<file path="src/rtl/exc_entry_pkg.sv">
package exc_entry_pkg;
  parameter int XLEN   = 32;
  parameter int CODE_W = 12;
  parameter int IMM_W  = 8;

  localparam logic [CODE_W-1:0] CODE_RD_ADDR  = 12'h0E0;
  localparam logic [CODE_W-1:0] CODE_WR_ADDR  = 12'h100;
  localparam logic [CODE_W-1:0] CODE_TRAP     = 12'h160;
  localparam logic [CODE_W-1:0] CODE_ILL      = 12'h180;
  localparam logic [CODE_W-1:0] CODE_SLOT_ILL = 12'h1A0;
  localparam logic [CODE_W-1:0] CODE_FPU      = 12'h800;
  localparam logic [CODE_W-1:0] CODE_SLOT_FPU = 12'h820;

  localparam logic [XLEN-1:0] VEC_GENERAL = 32'h0000_0100;
  localparam logic [XLEN-1:0] VEC_TLB     = 32'h0000_0400;
  localparam logic [XLEN-1:0] INSN_BYTES  = 32'd2;

  localparam int SR_MODE_BIT  = 30;
  localparam int SR_BANK_BIT  = 29;
  localparam int SR_BLOCK_BIT = 28;

  typedef enum logic [2:0] {
    CAUSE_NONE, CAUSE_TLB, CAUSE_ADDR, CAUSE_ILL, CAUSE_FPU, CAUSE_TRAP
  } cause_e;

  function automatic logic [XLEN-1:0] handler_addr(input logic [XLEN-1:0] base,
                                                   input logic is_tlb);
    return base + (is_tlb ? VEC_TLB : VEC_GENERAL);
  endfunction

  function automatic logic [XLEN-1:0] handler_sr(input logic [XLEN-1:0] sr);
    logic [XLEN-1:0] r;
    r = sr;
    r[SR_MODE_BIT]  = 1'b1;
    r[SR_BANK_BIT]  = 1'b1;
    r[SR_BLOCK_BIT] = 1'b1;
    return r;
  endfunction

  function automatic logic [XLEN-1:0] return_pc(input logic [XLEN-1:0] pc,
                                                input logic slot, input logic trap);
    logic [XLEN-1:0] r;
    r = pc;
    if (trap) r = r + INSN_BYTES;
    if (slot) r = r - INSN_BYTES;
    return r;
  endfunction
endpackage

</file>
<file path="src/rtl/exc_align_chk.sv">
module exc_align_chk #(
  parameter int OFF_W = 2
) (
  input  logic             acc_valid,
  input  logic             acc_wr,
  input  logic             acc_long,
  input  logic [OFF_W-1:0] acc_off,
  output logic             rd_err,
  output logic             wr_err
);
  logic mis;
  always_comb begin
    if (acc_long) mis = |acc_off;
    else          mis = acc_off[0];
  end
  assign rd_err = acc_valid & mis & ~acc_wr;
  assign wr_err = acc_valid & mis & acc_wr;
endmodule

</file>
<file path="src/rtl/exc_cause_sel.sv">
module exc_cause_sel
  import exc_entry_pkg::*;
(
  input  logic              in_slot,
  input  logic              priv_mode,
  input  logic              fpu_en,
  input  logic              req_undef,
  input  logic              req_priv_op,
  input  logic              req_fpu_op,
  input  logic              req_trap,
  input  logic              req_tlb,
  input  logic [CODE_W-1:0] tlb_code,
  input  logic              rd_err,
  input  logic              wr_err,
  output cause_e            cause,
  output logic [CODE_W-1:0] code
);
  logic ill_hit, fpu_hit, trap_hit;
  assign ill_hit  = req_undef | (req_priv_op & ~priv_mode) | (req_trap & in_slot);
  assign fpu_hit  = req_fpu_op & ~fpu_en;
  assign trap_hit = req_trap & ~in_slot;

  always_comb begin
    cause = CAUSE_NONE;
    code  = '0;
    if (req_tlb) begin
      cause = CAUSE_TLB;
      code  = tlb_code;
    end else if (rd_err | wr_err) begin
      cause = CAUSE_ADDR;
      code  = wr_err ? CODE_WR_ADDR : CODE_RD_ADDR;
    end else if (ill_hit) begin
      cause = CAUSE_ILL;
      code  = in_slot ? CODE_SLOT_ILL : CODE_ILL;
    end else if (fpu_hit) begin
      cause = CAUSE_FPU;
      code  = in_slot ? CODE_SLOT_FPU : CODE_FPU;
    end else if (trap_hit) begin
      cause = CAUSE_TRAP;
      code  = CODE_TRAP;
    end
  end
endmodule

</file>
<file path="src/rtl/exc_entry_ctrl.sv">
module exc_entry_ctrl
  import exc_entry_pkg::*;
(
  input  logic              clk,
  input  logic              rst_n,
  input  logic [XLEN-1:0]   cur_pc,
  input  logic [XLEN-1:0]   cur_sr,
  input  logic [XLEN-1:0]   cur_r15,
  input  logic [XLEN-1:0]   vbr,
  input  logic              in_slot,
  input  logic              priv_mode,
  input  logic              fpu_en,
  input  logic              req_undef,
  input  logic              req_priv_op,
  input  logic              req_fpu_op,
  input  logic              acc_valid,
  input  logic              acc_wr,
  input  logic              acc_long,
  input  logic [1:0]        acc_off,
  input  logic              req_trap,
  input  logic [IMM_W-1:0]  trap_imm,
  input  logic              req_tlb,
  input  logic [CODE_W-1:0] tlb_code,
  output logic              ent_done,
  output logic              slot_clr,
  output logic [XLEN-1:0]   saved_pc,
  output logic [XLEN-1:0]   saved_sr,
  output logic [XLEN-1:0]   saved_r15,
  output logic [CODE_W-1:0] evt_code,
  output logic [XLEN-1:0]   new_pc,
  output logic [XLEN-1:0]   next_pc,
  output logic [XLEN-1:0]   new_sr,
  output logic [XLEN-1:0]   trap_val
);
  localparam int PAD_W = XLEN - IMM_W - 2;

  logic              rd_err, wr_err;
  cause_e            cause;
  logic [CODE_W-1:0] code;
  logic              take, is_tlb, is_trap;
  logic [XLEN-1:0]   target;

  exc_align_chk #(.OFF_W(2)) u_align (
    .acc_valid(acc_valid), .acc_wr(acc_wr), .acc_long(acc_long),
    .acc_off(acc_off), .rd_err(rd_err), .wr_err(wr_err)
  );

  exc_cause_sel u_sel (
    .in_slot(in_slot), .priv_mode(priv_mode), .fpu_en(fpu_en),
    .req_undef(req_undef), .req_priv_op(req_priv_op), .req_fpu_op(req_fpu_op),
    .req_trap(req_trap), .req_tlb(req_tlb), .tlb_code(tlb_code),
    .rd_err(rd_err), .wr_err(wr_err), .cause(cause), .code(code)
  );

  assign take    = (cause != CAUSE_NONE);
  assign is_tlb  = (cause == CAUSE_TLB);
  assign is_trap = (cause == CAUSE_TRAP);
  assign target  = handler_addr(vbr, is_tlb);

  always_ff @(posedge clk) begin
    if (!rst_n) begin
      ent_done  <= 1'b0;
      slot_clr  <= 1'b0;
      saved_pc  <= '0;
      saved_sr  <= '0;
      saved_r15 <= '0;
      evt_code  <= '0;
      new_pc    <= '0;
      next_pc   <= '0;
      new_sr    <= '0;
      trap_val  <= '0;
    end else begin
      ent_done <= take;
      slot_clr <= take & in_slot;
      if (take) begin
        saved_pc  <= return_pc(cur_pc, in_slot, is_trap);
        saved_sr  <= cur_sr;
        saved_r15 <= cur_r15;
        evt_code  <= code;
        new_pc    <= target;
        next_pc   <= target + INSN_BYTES;
        new_sr    <= handler_sr(cur_sr);
      end
      if (is_trap) trap_val <= {{PAD_W{1'b0}}, trap_imm, 2'b00};
    end
  end
endmodule

</file>
<file path="config.mk">
export PLATFORM = sky130hd
export DESIGN_NAME = exc_entry_ctrl
export DESIGN_NICKNAME = d
export VERILOG_FILES = /design/src/rtl/exc_entry_pkg.sv /design/src/rtl/exc_align_chk.sv /design/src/rtl/exc_cause_sel.sv /design/src/rtl/exc_entry_ctrl.sv
export SDC_FILE = /design/constraint.sdc
export NUM_CORES = 1
export LEC_CHECK = 0
export BUFFER_PORTS_ARGS = -buffer_cell sky130_fd_sc_hd__buf_2
export CORE_AREA = 2 2 155 157
export DETAILED_ROUTE_END_ITERATION = 6
export DIE_AREA = 0 0 157 159
export GPL_TIMING_DRIVEN = 0
export PLACE_DENSITY_LB_ADDON = 0.1
export REMOVE_ABC_BUFFERS = 1
export SETUP_SLACK_MARGIN = 0.15
export SLEW_MARGIN = 0
export SYNTH_ARGS = -nofsm -noshare
export SYNTH_HDL_FRONTEND = slang
export SYNTH_SLANG_ARGS = --single-unit
export TNS_END_PERCENT = 20
</file>
<file path="constraint.sdc">
create_clock -name clk -period 14.4 [get_ports clk]
set_clock_uncertainty 0.1 [all_clocks]
set_input_delay 4.32 -clock clk [delete_from_list [all_inputs] [get_ports clk]]
set_output_delay 4.32 -clock clk [all_outputs]
set_load 0.01 [all_outputs]
</file>
**Word-level counts from Yosys, hierarchy flattened**

Index checks and enable logic that the tools add are counted.

- Register bits after elaboration: 214
- Bits of input ports: 163
- Output and inout port bits: 238
- Logic and storage cells: 52

- Add/subtract/negate cells: 4
- Eq/ne operators: 2
- Mux-type cells: 19
- Bitwise gates (word level): 15
- Reduce and logical (&&, ||, !) cells: 2

Operators with widths:

| kind | count |
|---|---|
| two-way mux 32 bit | 4 |
| adder 32 x 2 -> 32 bit (second input constant) | 2 |
| two-way mux 12 bit | 4 |
| adder 32 x 11 -> 32 bit | 1 |
| subtractor 32 x 2 -> 32 bit (second input constant) | 1 |
| two-way mux 9 bit | 2 |
| two-way mux 3 bit | 5 |
| two-way mux 6 bit | 2 |
| two-way mux 11 bit | 1 |
| bitwise AND 1 bit | 8 |
| inverter 1 bit | 4 |
| equality test 3 x 1 -> 1 bit (second input constant) | 1 |
| equality test 3 bit (second input constant) | 1 |
| bitwise OR 1 bit | 3 |
| nonzero test 3 bit | 1 |
| OR reduction 2 bit | 1 |
| two-way mux 1 bit | 1 |

**Logic depth before layout (Yosys ltp)**

- Word-level depth: 13
- Depth in mapped cells: 15
- Gate-level depth less buffers: 12

**Hierarchy**

A second synthesis with hierarchy kept.

- Cells, all modules: 1,300
- Area total of the unflattened synthesis: 10,005.8 µm²

Modules (own cells, without submodules):

| module | times used | cells an instance | area an instance (µm²) | sequential area each (µm²) |
|---|---|---|---|---|
| exc_entry_ctrl | 1 | 1,259 | 9,683.0 | 3,643.5 |
| exc_cause_sel | 1 | 37 | 294.0 | 0.0 |
| exc_align_chk | 1 | 4 | 28.8 | 0.0 |

**Worst setup path before layout**

Ideal clock, no wire load.

- Path type: input port to flip-flop
- Start: in in_slot
- End: reg saved_pc[29]
- Setup time: 0.122 ns
- Arrival: 7.292 ns
- Data required time: 14.178 ns
- Setup slack: 6.886 ns
- Cell stages on the path: 15
- Buffers on the path: 3
- Cells stage by stage: clkbuf_1 -> nand2_1 -> o2111a_1 -> clkbuf_1 -> and2_1 -> clkbuf_1 -> mux2i_1 -> ha_1 -> nand2_1 -> a21oi_1 -> nand4bb_1 -> nor2_1 -> nand3b_4 -> and3_1 -> a311o_1

- Cells in the longest elaborated chain, start to end: 13
- Elaborated cells between the ends (all ways): 16
- Those cells by class: add/sub (1); eq/ne (1); mux (9); bitwise (4); reduce/logical (1)

Ends and longest elaborated chain:

| what | RTL line | source |
|---|---|---|
| start, declared | exc_entry_ctrl.sv:10 | `input logic in_slot,` |
| inverter 1 bit | exc_cause_sel.sv:21 | `assign trap_hit = req_trap & ~in_slot;` |
| bitwise AND 1 bit | exc_cause_sel.sv:21 |  |
| two-way mux 3 bit | exc_cause_sel.sv:38 | `end else if (trap_hit) begin` |
| two-way mux 3 bit | exc_cause_sel.sv:35 | `end else if (fpu_hit) begin` |
| two-way mux 3 bit | exc_cause_sel.sv:32 | `end else if (ill_hit) begin` |
| two-way mux 3 bit | exc_cause_sel.sv:29 | `end else if (rd_err \| wr_err) begin` |
| two-way mux 3 bit | exc_cause_sel.sv:26 | `if (req_tlb) begin` |
| equality test 3 bit | exc_entry_ctrl.sv:57 | `assign is_trap = (cause == CAUSE_TRAP);` |
| two-way mux 32 bit | exc_entry_pkg.sv:44 | `if (trap) r = r + INSN_BYTES;` |
| two-way mux 32 bit | exc_entry_ctrl.sv:75 | `if (take) begin` |
| two-way mux 32 bit | exc_entry_ctrl.sv:61 | `if (!rst_n) begin` |
| subtractor 32 x 2 -> 32 bit | exc_entry_pkg.sv:45 | `if (slot) r = r - INSN_BYTES;` |
| two-way mux 32 bit | exc_entry_pkg.sv:45 |  |
| end signal, assigned | exc_entry_ctrl.sv:76 | `saved_pc <= return_pc(cur_pc, in_slot, is_trap);` |
| end, declared | exc_entry_ctrl.sv:26 | `output logic [XLEN-1:0] saved_pc,` |

Several ways; a longest one is shown, not always the timed one. The select of a mux whose other input is x is not followed.
A chain may end at the register's enable or synchronous reset.

**Final worst setup path**

- Start: in acc_off[1]
- End: reg saved_pc[20]

- Cells in the longest elaborated chain, start to end: 13
- Elaborated cells between the ends (all ways): 15
- Those cells by class: add/sub (1); eq/ne (1); mux (7); bitwise (4); reduce/logical (2)

Ends and longest elaborated chain:

| what | RTL line | source |
|---|---|---|
| start, declared | exc_entry_ctrl.sv:19 | `input logic [1:0] acc_off,` |
| OR reduction 2 bit (*) | exc_align_chk.sv:13 | `if (acc_long) mis = \|acc_off;` |
| two-way mux 1 bit (*) | exc_align_chk.sv:13 |  |
| bitwise AND 1 bit (*) | exc_align_chk.sv:16, exc_align_chk.sv:17 |  |
| bitwise AND 1 bit (on tied branches) | exc_align_chk.sv:16, exc_align_chk.sv:17 |  |
| bitwise OR 1 bit (*) | exc_cause_sel.sv:29 |  |
| two-way mux 3 bit (*) | exc_cause_sel.sv:29 |  |
| two-way mux 3 bit (*) | exc_cause_sel.sv:26 |  |
| equality test 3 bit | exc_entry_ctrl.sv:57 |  |
| two-way mux 32 bit | exc_entry_pkg.sv:44 |  |
| two-way mux 32 bit | exc_entry_ctrl.sv:75 |  |
| two-way mux 32 bit | exc_entry_ctrl.sv:61 |  |
| subtractor 32 x 2 -> 32 bit | exc_entry_pkg.sv:45 |  |
| two-way mux 32 bit | exc_entry_pkg.sv:45 |  |

Every way passes the cells marked *; elsewhere a longest branch is shown, timed or not. The select of a mux whose other input is x is not followed.

==> results by group <==
CTS
  – Worst-path clk slew: about 0.080 ns
  – Setup bufs post-CTS: 0
  – Worst skew pair latency: about 0.43 ns
  – CTS Buffer Depth: 2
  – CTS root buf: clkbuf_16
  – CTS Hold Bufs: 0
  – Htree depth: 4
  – PostCTS Resize Cnt: 0
  – TritonCTS Buffers: 17
  – CTS Sinks: 182
  – TritonCTS clock tree: done

Synth
  – Synthesis Warnings: 0
  – Top post-synthesis cells by count: nand2_1 (265), dfxtp_1 (182), a21oi_1 (125), nor2_1 (89), clkbuf_1 (76)
  – Post-synth top area share: roughly 38%
  – Netlist cell types: 74
  – Syn Area/Cell: around 7.6 sq um
  – Ys flop type: dfxtp_1
  – Synth Instances: between 1000 and 1500
  – Dominant cells by area after synthesis: dfxtp_1 (38%), nand2_1 (10%), a21oi_1 (6.5%)
  – Post-synth top area cell: dfxtp_1
  – Post-synthesis cell area: between 9000 and 10000 sq um
  – Top-count cell post-synth: nand2_1
  – Asr flop ratio synth: 0%
  – Flops & latches, synth: 182
  – Sequential cell area fraction in the yosys report: a little under two fifths
  – Post-synth EDFFs: 0

Worst setup path
  – Worst path required time: 14.63 ns
  – Crit path launch type: input pin
  – Setup CP Type: input pin to flip-flop
  – Worst r2r src: saved_pc[20]
  – CP max FO: 15
  – CP Capture Type: flip-flop
  – Crit path DAT: a little over 8 ns
  – Reg-to-Reg End: saved_pc[20]
  – Worst R2R Path Depth: 2
  – Worst reg-to-reg setup slack: ~13 ns

Hold path
  – Hold Path End: saved_r15[10]
  – Hold Path Class: flip-flop to flip-flop
  – Hold path start: saved_r15[10]
  – Hold Path Stages: 2

Place
  – # port buffers: about 380
  – Setup WS pre-CTS: around 6.0 ns
  – Dpl cells: 1839
  – Placed wire-length estimate: about 22 mm
  – GP Congestion: roughly 0.88

Route
  – Post-Route WL: 29.69 mm
  – Detailed Routing Iterations Pass 1: 5
  – DRT iter0 DRCs: about 490
  – DR vias: between 9000 and 10000
  – Antenna-violating nets left: 0
  – Post-route DRC: 0
  – Drt via density: around 5.1
  – WL per Instance: 15.86 um

Power and ir drop
  – Clock share of power: approximately 40%
  – Leak pwr: 5.490 nW
  – Cell Pwr Density: a little over 100 nW/um^2
  – P_int: between 0.8 and 0.9 mW
  – Net switching power: ~0.38 mW
  – Largest vdd supply drop: 0.07061 mV
  – Sw frac: 31.00%
  – Register share of total power: roughly 45%
  – Power Total: roughly 1.2 mW
  – Logic gate share of total power: 16.0%

Floorplanning
  – Starting density of the core: between 40% and 50%
  – I/O pins: around 400
  – Site Rows: 56
  – Die boundary width: roughly 160 um
  – Core area: about 23000 sq um
  – DIE HEIGHT: between 150 and 200 um
  – Die area: roughly 25000 sq um

STA
  – RSZ-0062 raised after global routing: false
  – Period utilization: 54.86%
  – Fmax: around 0.13 GHz
  – Max Slew Vio Count: 0
  – Final setup violation count: 0
  – Hold slack: roughly 0.35 ns
  – Post-route setup slack: 6.501 ns
  – Post-route minimum period: 7.899 ns
  – Fin Setup TNS: 0 ns
  – Slew headroom: 20.61%
  – Worst-margin pin slew: 1.190 ns
  – Hold Violations, Final: 0

Final layout
  – Cell Count, Final, Fillers Out: 1872
  – Layout cells sized above 1: 27.96%
  – Fin nets: 1708
  – Synthesis-to-layout area growth: 24.42%

Global routing
  – Vias in the first global route: 8726
  – Number of antenna violations at the first check in global routing: 1
  – Congestion Overflow GR: 0
  – First-pass GRT wire length: ~46 mm
  – Largest net degree at the start of global routing: between 80 and 90
  – GRT Overall Usage: a little under a quarter

Job
  – Max Cap Violations: 0

Run status
  – Status: complete, no violations
-- routing by layer --
layer	part of all wire, %	wire, um	vias up	global-route usage, %
met5	0	0	-	0
met4	1.1	328	0	6.005
met3	8.0	2376	23	6.124
met2	47	14010	311	38.58
met1	44	12970	4335	28.43
li1	-	-	4841	-
-- cell families (layout without fill, tap and decap cells) --
kind of cell	Yosys count	after routing	synth area share, %
adders and majority gates	6	6	0.7785
and+or+nand+nor	555	555	27.09
DFF	182	182	37.78
xor gates and xnor gates	89	89	8.084
other	1	25	0.03889
AOI/OAI and AO/OA	261	261	17.01
muxes	6	6	0.6228
buffers and inverters	161	429	8.590
-- area by class of cell --
class / count / area, sq um
multi-input combinational: 941 / 5275
tap: 319 / 399.1
inverter: 17 / 68.82
clock inverter: 15 / 191.4
clock buffer: 17 / 425.4
timing repair buffer: 380 / 1992
fill: 2329 / 11190
sequential: 182 / 3643
antenna: 1 / 2.502
-- power groups by stage --
stage / clock network, mW / logic (mW) / registers [mW]
finish: 0.488 / 0.198 / 0.551
global route: 0.519 / 0.220 / 0.555
CTS: 0.500 / 0.200 / 0.551
detailed placement: 0 / 0.200 / 0.563
global placement: 0 / 0.203 / 0.561
floorplan: 0 / 0.0844 / 0.581
-- through the flow --
stage | instance area, sq um | util [%]
6_report | 12000 | 51.73
5_1_grt | 12000 | 51.73
4_1_cts | 12000 | 51.72
3_5_place_dp | 11380 | 49.06
3_3_place_gp | 11250 | 48.49
2_1_floorplan | 8965 | -
-- sequential cells by signal, summed over array words and instances, names as in the netlist --
name,flops
new_pc,32
saved_pc,32
saved_r15,32
saved_sr,32
next_pc,31
evt_code,12
trap_val,8
ent_done,1
new_sr,1
slot_clr,1
-- worst max-delay path by stage --
stage                     from      endpoint  slack [ns]  cells past startpoint
finish              acc_off[1]  saved_pc[20]        6.50                     10
global route        acc_off[1]  saved_pc[20]        6.13                     10
CTS                 acc_off[1]  saved_pc[20]        6.49                     10
detailed placement  acc_off[1]  saved_pc[20]        6.04                     10
global placement    acc_off[1]  saved_pc[29]        0.15                      8
floorplan            priv_mode  saved_pc[29]        4.08                      7
-- critical path: stages --
cell	delay [ns]
buf_2	0.11
a21oi_1	0.22
o2111ai_1	0.57
a2111oi_0	0.59
o211ai_1	0.22
or3_1	0.48
nor4_1	0.59
nor2b_1	0.59
a211oi_1	0.15
a311o_1	0.29
-- cells in the final DEF (no fill, tap or decap), drive strengths merged, types with 7 or more instances in the layout --
cell type,count
nor3,24
and3,19
xnor2,53
or3,10
a211o,8
a21oi,125
dfxtp,182
nor4,13
nand3b,8
nand4,20
clkbuf,17
conb,24
a22oi,8
nor2,89
nand2,265
xor2,36
a31oi,8
a211oi,32
o21ai,29
nand2b,7
and4,9
inv,25
buf,380
nand3,59
(Power assumes the default switching activity.)
